$ cat src/rtl/backoff_pkg.sv
package backoff_pkg;
   typedef enum logic [0:0] {
      BK_IDLE = 1'b0,
      BK_WAIT = 1'b1
   } bk_state_e;
endpackage

$ cat src/rtl/backoff_mask.sv
module backoff_mask #(
   parameter int MASK_W      = 16,
   parameter int RAND_W      = 10,
   parameter int CHAN_W      = 4,
   parameter int FIRST_SLOTS = 20,
   parameter bit USE_CHAN    = 1'b1
) (
   input  logic              clk,
   input  logic              rst_n,
   input  logic              clear_i,
   input  logic              step_i,
   input  logic [RAND_W-1:0] rand_i,
   input  logic [CHAN_W-1:0] chan_i,
   output logic [MASK_W-1:0] mask_o,
   output logic              ovf_o,
   output logic [RAND_W-1:0] delay_o
);
   logic [MASK_W-1:0] mask_q;
   logic [MASK_W-1:0] grown;
   logic [RAND_W-1:0] seed;

   // the channel mix is optional
   generate
      if (USE_CHAN) begin : g_mix
         assign seed = rand_i ^ {{(RAND_W-CHAN_W){1'b0}}, chan_i};
      end else begin : g_plain
         assign seed = rand_i;
      end
   endgenerate

   assign grown   = {mask_q[MASK_W-2:0], 1'b1};
   assign ovf_o   = grown[MASK_W-1];
   assign delay_o = (mask_q == '0) ? RAND_W'(FIRST_SLOTS)
                                   : (seed & mask_q[RAND_W-1:0]);
   assign mask_o  = mask_q;

   always_ff @(posedge clk or negedge rst_n) begin
      if (!rst_n)                 mask_q <= '0;
      else if (clear_i)           mask_q <= '0;
      else if (step_i && !ovf_o)  mask_q <= grown;
   end
endmodule

$ cat src/rtl/backoff_timer.sv
module backoff_timer #(
   parameter int TMR_W = 6
) (
   input  logic           clk,
   input  logic           rst_n,
   input  logic           arm_i,
   input  logic [TMR_W:0] load_i,
   input  logic           tick_i,
   output logic           expire_o
);
   logic [TMR_W:0] cnt_q;
   logic           armed_q;

   assign expire_o = armed_q && tick_i && (cnt_q == (TMR_W+1)'(1));

   always_ff @(posedge clk or negedge rst_n) begin
      if (!rst_n) begin
         cnt_q   <= '0;
         armed_q <= 1'b0;
      end else if (arm_i) begin
         cnt_q   <= load_i;
         armed_q <= 1'b1;
      end else if (expire_o) begin
         cnt_q   <= '0;
         armed_q <= 1'b0;
      end else if (armed_q && tick_i) begin
         cnt_q   <= cnt_q - 1'b1;
      end
   end
endmodule

$ cat src/rtl/backoff_sched.sv
module backoff_sched #(
   parameter int MASK_W      = 16,
   parameter int RAND_W      = 10,
   parameter int CHAN_W      = 4,
   parameter int SLOT_LG     = 3,
   parameter int TMR_W       = 6,
   parameter int FIRST_SLOTS = 20,
   parameter bit USE_CHAN    = 1'b1
) (
   input  logic              clk,
   input  logic              rst_n,
   input  logic              load_i,
   input  logic              start_i,
   input  logic [RAND_W-1:0] rand_i,
   input  logic [CHAN_W-1:0] chan_i,
   input  logic              tick_i,
   output logic              go_o,
   output logic              ovf_o,
   output logic [MASK_W-1:0] mask_o
);
   import backoff_pkg::*;

   localparam int BASE_W = RAND_W + SLOT_LG;
   localparam int HI_W   = BASE_W - TMR_W;
   localparam logic [TMR_W:0] CHUNK_V = (TMR_W+1)'(1 << TMR_W);

   generate
      if (MASK_W <= RAND_W)          begin : g_bad_mask  $error("MASK_W must exceed RAND_W"); end
      if (CHAN_W >= RAND_W)          begin : g_bad_chan  $error("CHAN_W must be below RAND_W"); end
      if (TMR_W <= SLOT_LG)          begin : g_bad_tmr   $error("TMR_W must exceed SLOT_LG"); end
      if (FIRST_SLOTS >= (1 << RAND_W)) begin : g_bad_first $error("FIRST_SLOTS too large"); end
   endgenerate

   bk_state_e         state_q;
   logic [HI_W-1:0]   hi_q;
   logic              accept, step_ovf, expire, timer_arm, fin;
   logic [RAND_W-1:0] delay;
   logic [BASE_W-1:0] base;
   logic [TMR_W-1:0]  lo_part;
   logic [HI_W-1:0]   hi_part;
   logic [TMR_W:0]    arm_val;
   logic              expire_raw;

   assign accept = start_i && !load_i && (state_q == BK_IDLE);

   backoff_mask #(
      .MASK_W(MASK_W), .RAND_W(RAND_W), .CHAN_W(CHAN_W),
      .FIRST_SLOTS(FIRST_SLOTS), .USE_CHAN(USE_CHAN)
   ) u_mask (
      .clk(clk), .rst_n(rst_n), .clear_i(load_i), .step_i(accept),
      .rand_i(rand_i), .chan_i(chan_i),
      .mask_o(mask_o), .ovf_o(step_ovf), .delay_o(delay)
   );

   // delay in base ticks, split into chunk-timer part and chunk count
   assign base    = {delay, {SLOT_LG{1'b0}}};
   assign lo_part = base[TMR_W-1:0];
   assign hi_part = base[BASE_W-1:TMR_W];

   // an expiry outside a wait is spurious and dropped
   assign expire = expire_raw && (state_q == BK_WAIT);
   assign fin    = expire && (hi_q == '0);

   always_comb begin
      timer_arm = 1'b0;
      arm_val   = CHUNK_V;
      if (accept && !step_ovf && (delay != '0)) begin
         timer_arm = 1'b1;
         arm_val   = (lo_part != '0) ? {1'b0, lo_part} : CHUNK_V;
      end else if (expire && (hi_q != '0)) begin
         timer_arm = 1'b1;
      end
   end

   backoff_timer #(.TMR_W(TMR_W)) u_timer (
      .clk(clk), .rst_n(rst_n), .arm_i(timer_arm), .load_i(arm_val),
      .tick_i(tick_i), .expire_o(expire_raw)
   );

   always_ff @(posedge clk or negedge rst_n) begin
      if (!rst_n) begin
         state_q <= BK_IDLE;
         hi_q    <= '0;
         go_o    <= 1'b0;
         ovf_o   <= 1'b0;
      end else begin
         go_o  <= (accept && !step_ovf && (delay == '0)) || fin;
         ovf_o <= accept && step_ovf;
         if (accept && !step_ovf && (delay != '0)) begin
            state_q <= BK_WAIT;
            hi_q    <= (lo_part != '0) ? hi_part : hi_part - 1'b1;
         end else if (fin) begin
            state_q <= BK_IDLE;
         end else if (expire) begin
            hi_q    <= hi_q - 1'b1;
         end
      end
   end
endmodule

$ cat config.mk
export PLATFORM = sky130hd
export DESIGN_NAME = backoff_sched
export DESIGN_NICKNAME = d
export VERILOG_FILES = /design/src/rtl/backoff_pkg.sv /design/src/rtl/backoff_mask.sv /design/src/rtl/backoff_timer.sv /design/src/rtl/backoff_sched.sv
export SDC_FILE = /design/constraint.sdc
export NUM_CORES = 1
export LEC_CHECK = 0
export ABC_AREA = 1
export BUFFER_PORTS_ARGS = -buffer_cell sky130_fd_sc_hd__clkbuf_2
export CAP_MARGIN = 20
export CORE_ASPECT_RATIO = 0.75
export CORE_UTILIZATION = 40
export CTS_CLUSTER_SIZE = 8
export DETAILED_ROUTE_END_ITERATION = 8
export PLACE_DENSITY = 0.59
export RECOVER_POWER = 50
export SYNTH_ARGS = -nofsm -noshare
export SYNTH_HDL_FRONTEND = slang
export SYNTH_SLANG_ARGS = --single-unit
$ cat constraint.sdc
create_clock -name clk -period 2.2 [get_ports clk]
set_input_delay 0 -clock clk [delete_from_list [all_inputs] [get_ports clk]]
set_output_delay 0 -clock clk [all_outputs]
set_load 0.005 [all_outputs]
==> results of run 1 <==
## kinds of logic (layout without fill, tap and decap cells)
family                     Yosys count  in the layout  synth area share
AOI/OAI and AO/OA                   35             35             0.102
and+or+nand+nor                    141            141             0.320
buffers and inverters               43             89            0.0886
DFF                                 34             34             0.407
adders and majority gates            4              4            0.0239
xor gates and xnor gates            14             14            0.0586
## cell type report
type | count | area [sq um] | area share
repair buffers | 43 | 239 | 0.0974
clock buffers | 7 | 86.3 | 0.0352
well taps | 60 | 75.1 | 0.0306
clock inverters | 1 | 5.00 | 0.00204
inverters | 38 | 143 | 0.0581
flip-flops and latches | 34 | 851 | 0.347
multi-input cells | 194 | 1050 | 0.430
## layout by cell type, fill, tap and decap left out, types with 2 or more instances in the layout
master / instances
inv_1: 36
clkbuf_1: 4
clkbuf_2: 33
buf_4: 3
clkbuf_8: 6
nor2_1: 31
o21ai_1: 7
or2_1: 2
a21oi_2: 2
xor2_1: 7
xnor2_1: 7
ha_1: 4
o22ai_1: 14
inv_2: 2
nand2_1: 67
dlygate4sd3_1: 4
nand2_4: 2
nor3_1: 3
nand2_2: 5
o21ai_2: 2
o21ai_0: 7
nor2_2: 2
nand3_1: 21
nor2_4: 2
dfrtp_1: 34
## where the power goes
group / internal [W] / total, W / switching (W)
Clock: 0.000252 / 0.000484 / 0.000231
Sequential: 0.000768 / 0.000902 / 0.000135
Combinational: 0.000394 / 0.000960 / 0.000566
## worst reg2reg max path, cell delays in order (launching register included)
cell and delay, ns:
dfrtp_1 0.43, nor2_1 0.12, nand2_1 0.05, nor2_1 0.17
nand2_2 0.11, nand2_1 0.09, inv_1 0.04, ha_1 0.19
inv_1 0.08, nor2_1 0.06, xnor2_1 0.11, nand2_1 0.06
o21ai_0 0.07, o21ai_1 0.12, o21ai_0 0.10
## registers in the layout (all words and copies together), names as in the netlist
signal	count
go_o	1
u_mask.mask_o	16
u_timer.cnt_q	7
ovf_o	1
u_timer.armed_q	1
state_q	1
hi_q	7
## how the worst min path moves through the flow
stage,endpoint,cells past startpoint
2_1_floorplan,go_o,0
6_report,hi_q[0],3
3_3_place_gp,u_mask.mask_o[2],1
5_1_grt,hi_q[0],3
3_5_place_dp,u_mask.mask_o[2],1
4_1_cts,hi_q[0],3
## per-layer routing
| metal | wire length (um) | part of all wire | track usage | vias to the layer above |
|---|---|---|---|---|
| met1 | 2550 | 0.53 | 0.284 | 857 |
| met4 | 76 | 0.016 | 0.0813 | 0 |
| met2 | 1930 | 0.40 | 0.268 | 34 |
| li1 | - | - | - | 957 |
| met3 | 227 | 0.047 | 0.0382 | 8 |
| met5 | 0 | 0 | 0 | - |
## through the flow
step	cell area, sq um	hold WS [ns]	std cells
after global placement	2330	0.166	365
after detailed placement	2330	0.157	365
after floorplan	2090	-0.296	271
final	2450	0.109	377
after CTS	2460	0.112	377
after global routing	2450	0.155	377
## repair_timing
action,in CTS,in global routing
gates resized for setup,0,0
endpoints found under the hold margin,38,0
hold buffers,4,0
==> impl_metrics.yaml, run 1 <==
outcome:
  outcome: "completed"
logic_synthesis:
  async_flop_share: 1.00
  synth.top_cell.area_share: 0.407
  ys_seq_area_frac: 0.407
  yosys-top-cells-area: "dfrtp_1 41%, nand2_1 12%, inv_1 6.5%"
  synthDistinctLibCells: 32
  synthCells: 271
  synthFlopType: "dfrtp_1"
  syn_area_sq_mm: 0.00209
  yosysTopAreaCell: "dfrtp_1"
  yosysWarningCount: 0
  synth_common_cells: "67 x nand2_1, 36 x inv_1, 34 x dfrtp_1, 31 x nor2_1, 21 x nand3_1"
  synth_seq_cells: 34
  syn_avg_cell_area_sq_um: 7.71
  synth_edf_count: 0
  yosysMostFrequentCell: "nand2_1"
  synth_fp_nets: 294
sta:
  period_minus_slack_ns: 1.93
  fmax_mhz: 518
  tightest_slew_ns: 0.878
  hold_violations: 0
  setup_viol: 0
  fin_tns_setup_ns: 0
  setup_ws_ns: 0.270
  slew_headroom: 0.415
  rsz0062_at_grt: "no"
  min_period_over_period: 0.877
  skew_ns: 0.00597
  maxSlewViolCount: 0
critical_path:
  r2r-end: "hi_q[4]"
  required_ns: 2.37
  path_depth: 14
  critPathArrivalTime_ns: 2.10
  critPathSlowestCell: "dfrtp_1"
  path_buf_inv: 2
  path_delay_family: "simple AND/OR/NAND/NOR gates"
  crit_path_start_kind: "flip-flop"
  r2r_setup_slack_ns: 0.27
  path_class: "flip-flop to flip-flop"
  max_stage_delay_ns: 0.43
  worst-path-max-fanout: 5
  r2r_cells: 14
  r2r_start: "u_mask.mask_o[9]"
  crit_path_cell_trace: "nor2_1, nand2_1, nor2_1, nand2_2, nand2_1, inv_1, ha_1, inv_1, nor2_1, xnor2_1, nand2_1, o21ai_0, o21ai_1, o21ai_0"
  worstSetupEndpointType: "flip-flop"
  crit_start: "u_mask.mask_o[9]"
  worstSetupEndpoint: "hi_q[4]"
routing:
  avgRoutedWirePerCell_um: 12.7
  drc: 0
  viasPerCell: 4.92
  wl_um: 4780
  drt.antenna.violating_nets: 0
  vias: 1856
  drtPass1Iterations: 4
  first_iter_violations: 86
placed_design:
  io_buffer_count: 36
  gp_congestion: 0.765
  dp_hpwl_um: 3650
  pre_cts_ws_ns: 0.271
power:
  leakagePower_nw: 1.25
  ir_drop_mv: 0.413
  power_density_mw_per_mm2: 956
  finalPower_w: 0.00235
grt:
  grt_pass1_vias: 1727
  grt_pass1_wl_um: 8140
  antenna_found_initial: 0
  grt-ovfl-total: 0
  grt_use_total: 0.192
  grt_max_degree: 35
finish:
  drive_gt1_frac: 0.205
  final_util: 0.495
  filler_cell_count: 505
  areaGrowthSynthToFinish_pct: 17.4
  num_antenna_cells: 0
  nets: 339
hold_path:
  min_path_type: "input pin to flip-flop"
  hp-start: "rand_i[3]"
die:
  die_area_sq_mm: 0.00552
  row_count: 22
  num_io_pins: 37
  fp.dieH_um: 64.6
  initial_core_util: 0.422
  fp.dieW_um: 85.5
  coreArea_sq_mm: 0.00495
clock_tree:
  cts_made_buffers: 5
  tritoncts: "yes"
  clock_latency_ns: 0.29
  clk_path_buf_depth: 2
  clockRootBuffer: "clkbuf_8"
  cts-htree-levels: 2
  cts_setup_buffers: 0
  clock-sinks: 34
  path_clk_slew_ns: 0.07
flow_run:
  max_cap_viol_count: 0
Note: power is estimated with default switching activity, not from simulation.
==> inputs of run 2 (changes only) <==
==> constraint.sdc (replaced) <==
create_clock -name clk -period 2.2 [get_ports clk]
set_input_delay 0.44 -clock clk [delete_from_list [all_inputs] [get_ports clk]]
set_output_delay 0.44 -clock clk [all_outputs]
set_load 0.005 [all_outputs]
==> impl_metrics.yaml, run 2 (synthesized netlist as in run 1, its figures left out) <==
outcome:
  outcome: "completed"
clock_tree:
  clockRootBuffer: "clkbuf_8"
  tritoncts: "yes"
  postCtsHoldBufs: 0
  cts-htree-levels: 2
  clock-sinks: 34
  cts_setup_buffers: 0
  clock_latency_ns: 0.28
  clk_path_buf_depth: 2
  cts_resized: 0
  path_clk_slew_ns: 0.07
  cts_made_buffers: 5
grt:
  grt-ovfl-total: 0
  grt_pass1_wl_um: 8520
  grt_max_degree: 23
  grt_use_total: 0.199
  met3_usage: 0.0433
  grt.busiest_layer: "met1"
  grt_pass1_vias: 1797
  antenna_found_initial: 0
  grtUsageMet1: 0.305
  use_met2: 0.281
sta:
  holdWs_ns: 0.166
  fin_tns_setup_ns: 0
  fmax_mhz: 535
  period_minus_slack_ns: 1.87
  skew_ns: 0.00564
  hold_violations: 0
  tightest_slew_ns: 0.691
  maxSlewViolCount: 0
  rsz0062_at_grt: "no"
  setup_viol: 0
  slew_headroom: 0.540
  min_period_over_period: 0.849
power:
  power_density_mw_per_mm2: 961
  ir_drop_mv: 0.421
  leakagePower_nw: 1.25
die:
  fp.dieH_um: 64.6
  initial_core_util: 0.422
  num_io_pins: 37
  fp.dieW_um: 85.5
  die_area_sq_mm: 0.00552
  row_count: 22
  coreArea_sq_mm: 0.00495
routing:
  drtPass1Iterations: 4
  drt.antenna.violating_nets: 0
  viasPerCell: 4.89
  drc: 0
  vias: 1839
  first_iter_violations: 80
  avgRoutedWirePerCell_um: 12.9
  wl_um: 4860
finish:
  areaGrowthSynthToFinish_pct: 16.4
  final_common_cell: "nand2_1"
  num_antenna_cells: 0
  filler_cell_count: 512
  largest_reg_flops: 16
  drive_gt1_frac: 0.215
  nets: 338
  final_cell_mix: "67 x nand2_1, 36 x inv_1, 34 x dfrtp_1, 34 x clkbuf_2, 31 x nor2_1"
critical_path:
  max_stage_delay_ns: 0.39
  crit_path_start_kind: "flip-flop"
  critPathSlowestCell: "dfrtp_1"
  critPathArrivalTime_ns: 2.05
  worstSetupEndpointType: "flip-flop"
  path_buf_inv: 3
  cp_common_cell: "nand2_1"
  path_class: "flip-flop to flip-flop"
  worst-path-max-fanout: 8
  path_delay_family: "simple AND/OR/NAND/NOR gates"
  crit_path_cell_trace: "inv_1, ha_1, nand3_1, nor2_1, inv_1, nand2_2, buf_4, nand2_4, nand2_1, nand2_1, nand2_1, nand2_1"
  required_ns: 2.38
placed_design:
  io_buffer_count: 36
  dp_hpwl_um: 3770
  gp_congestion: 0.793
hold_path:
  min_path_type: "input pin to async pin"
flow_run:
  max_cap_viol_count: 0
[run 2: cell count changes in the layout (fill, tap and decap cells not counted), sizes merged]
cell,previous run,this run
buf,3,5
dlygate4sd3,4,0
clkbuf,43,44
[run 2: path summary, 6_finish.rpt]
kind	start	to	slack (ns)	cells past startpoint
max in group asynchronous	rst_n	u_mask.mask_o[8]	1.03	2
setup reg to reg	hi_q[0]	u_timer.cnt_q[6]	0.33	12
min in group clk	load_i	u_mask.mask_o[14]	0.39	2
hold reg to reg	u_mask.mask_o[15]	u_mask.mask_o[15]	0.51	2
setup / recovery	hi_q[0]	u_timer.cnt_q[6]	0.33	12
hold / removal	rst_n	u_mask.mask_o[0]	0.17	1
[run 2: metrics by stage]
step	util	cells	cell area, sq um	setup slack [ns]	power, W
global placement	0.474	368	2350	0.245	0.00185
CTS	0.492	376	2440	0.306	0.00236
detailed placement	0.474	368	2350	0.233	0.00186
floorplan	-	271	2090	0.530	0.00165
finish	0.491	376	2430	0.332	0.00234
global route	0.491	376	2430	0.0396	0.00256
[run 2: layout make-up]
class                      count  area [sq um]  area share
clock buffer                   7          86.3      0.0355
inverter                      38           143      0.0586
clock inverter                 1          5.00     0.00206
multi-input combinational    194          1050       0.433
sequential                    34           851       0.350
timing repair buffer          42           219      0.0900
tap                           60          75.1      0.0308
[run 2: power by group]
group          internal [W]  leakage, nW  total, W  switching [W]
Combinational      0.000397        0.757  0.000952       0.000555
Sequential         0.000768        0.444  0.000898       0.000130
Clock              0.000253       0.0482  0.000489       0.000237
[run 2: routing by layer]
layer / vias up / share of wire
met3: 3 / 0.042
li1: 958 / -
met4: 0 / 0.0043
met2: 35 / 0.40
met1: 843 / 0.55
met5: - / 0
==> inputs of run 3 (changes only) <==
Settings changed: PLACE_DENSITY 0.59 to 0.62.
Clock period 2.2 ns to 1.7 ns, I/O delays scaled along.
==> impl_metrics.yaml, run 3 (synthesized netlist as in run 1, its figures left out) <==
outcome:
  outcome: "complete, but fails checks"
  violations: "negative setup slack"
power:
  finalPower_w: 0.00339
  power_density_mw_per_mm2: 1140
  pwr-share-seq: 0.339
  ir_drop_mv: 0.397
  p_sw_frac: 0.405
  p_int_w: 0.00202
  power_frac_comb: 0.479
  power_switching_w: 0.00137
  leakagePower_nw: 1.53
  clkPwrFrac: 0.183
sta:
  hold_violations: 0
  rsz0062_at_grt: "yes"
  period_minus_slack_ns: 1.76
  setup_viol: 10
  fmax_mhz: 568
  skew_ns: 0.0131
  slew_headroom: 0.421
  maxSlewViolCount: 0
  min_period_over_period: 1.03
  setup_ws_ns: -0.0593
  tightest_slew_ns: 0.869
placed_design:
  io_buffer_count: 36
  gp_congestion: 0.820
  dp_hpwl_um: 4140
  placed_area_sq_mm: 0.00268
  pre_cts_ws_ns: -0.113
clock_tree:
  clock-sinks: 34
  postCtsHoldBufs: 0
  clockRootBuffer: "clkbuf_8"
  tritoncts: "yes"
  clk_path_buf_depth: 2
  cts_made_buffers: 5
  clock_latency_ns: 0.30
  cts-htree-levels: 2
  path_clk_slew_ns: 0.08
die:
  coreArea_sq_mm: 0.00495
  initial_core_util: 0.422
  die_area_sq_mm: 0.00552
  num_io_pins: 37
  fp.dieH_um: 64.6
  fp.dieW_um: 85.5
  row_count: 22
finish:
  areaGrowthSynthToFinish_pct: 42.3
  final_common_cell: "nand2_1"
  nets: 386
  largest_reg_flops: 16
  final_area_sq_mm: 0.00298
  final_cell_mix: "64 x nand2_1, 46 x buf_4, 37 x clkbuf_2"
  num_antenna_cells: 0
  drive_gt1_frac: 0.385
  filler_cell_count: 460
routing:
  viasPerCell: 4.92
  drc: 0
  avgRoutedWirePerCell_um: 13.3
  drtPass1Iterations: 5
  drt.antenna.violating_nets: 0
  first_iter_violations: 151
  vias: 2085
  wl_um: 5640
critical_path:
  critPathSlowestCell: "dfrtp_1"
  required_ns: 1.93
  path_class: "flip-flop to flip-flop"
  crit_path_start_kind: "flip-flop"
  worst-path-max-fanout: 8
  critPathArrivalTime_ns: 1.99
  worstSetupEndpointType: "flip-flop"
  max_stage_delay_ns: 0.38
  crit_path_cell_trace: "nor2_1, nand2_1, nor2_2, nand2_2, buf_4, nand3_4, nor2_4, nand3_4, nand2_8, buf_6, o21ai_1, o21ai_1, nand2_1"
grt:
  grt_use_total: 0.217
  grt_max_degree: 35
  grtUsageMet1: 0.320
  grt_pass1_wl_um: 9180
  use_met2: 0.317
  antenna_found_initial: 0
  grt.busiest_layer: "met1"
  grt-ovfl-total: 0
  grt_pass1_vias: 1937
  met3_usage: 0.0599
hold_path:
  min_path_type: "input pin to async pin"
flow_run:
  max_cap_viol_count: 0
## run 3: cell types whose count changed in the layout (fill, tap and decap cells not counted), moves of 4 or more
cell | before | now
buf_6 | 0 | 4
o21ai_0 | 7 | 3
buf_4 | 5 | 46
clkbuf_1 | 4 | 0
nor2_1 | 31 | 27
## run 3: power by group through the flow
stage / clock network, W / registers (W) / logic, W
4_1_cts: 0.000636 / 0.00114 / 0.00149
5_1_grt: 0.000681 / 0.00117 / 0.00182
2_1_floorplan: 0 / 0.00114 / 0.00100
3_3_place_gp: 0 / 0.00115 / 0.00142
3_5_place_dp: 0 / 0.00116 / 0.00146
6_report: 0.000619 / 0.00115 / 0.00162
## run 3: worst paths after layout
path                       slack, ns                end  depth (start not counted)        startpoint
max                            -0.06            hi_q[5]                         13  u_mask.mask_o[8]
min                             0.23            hi_q[3]                          2             rst_n
max reg2reg                    -0.06            hi_q[5]                         13  u_mask.mask_o[8]
min reg2reg                     0.51            state_q                          2           state_q
max in group asynchronous       0.92   u_timer.cnt_q[0]                          2             rst_n
min in group clk                0.30  u_mask.mask_o[14]                          2            load_i
## run 3: final cells by class
class / instances / area (sq um) / area share
Sequential cell: 34 / 851 / 0.286
Tap cell: 60 / 75.1 / 0.0252
Multi-Input combinational cell: 195 / 1190 / 0.400
Clock buffer: 5 / 68.8 / 0.0231
Inverter: 38 / 153 / 0.0513
Timing Repair Buffer: 89 / 616 / 0.207
Clock inverter: 3 / 21.3 / 0.00715
## run 3: critical path: cells and delay by family, from the launching register on
kind / cells / cell delay [ns]
flops: 1 / 0.38
compound gates: 2 / 0.14
buf+inv: 2 / 0.29
simple gates: 9 / 0.88
## run 3: routing by layer
| metal | share of wire | vias to the layer above |
|---|---|---|
| li1 | - | 1057 |
| met1 | 0.49 | 967 |
| met2 | 0.45 | 59 |
| met3 | 0.058 | 2 |
| met4 | 0.0014 | 0 |
| met5 | 0 | - |
## run 3: repair_timing
item | in CTS | in global routing
setup endpoints to repair | 4 | 14
gates resized for setup | 9 | 30
buffers inserted | 3 | 2
gates cloned | 0 | 1
pin swaps | 5 | 18
## run 3: stage by stage
step	utilization	TNS, ns	hold WS, ns	cells
final	0.601	-0.344	0.228	424
after global routing	0.601	-2.02	0.285	424
after CTS	0.568	-0.0474	0.0868	421
after detailed placement	0.540	-0.750	0.408	410
after global placement	0.540	-0.532	0.409	410
after floorplan	-	0	0.0444	271
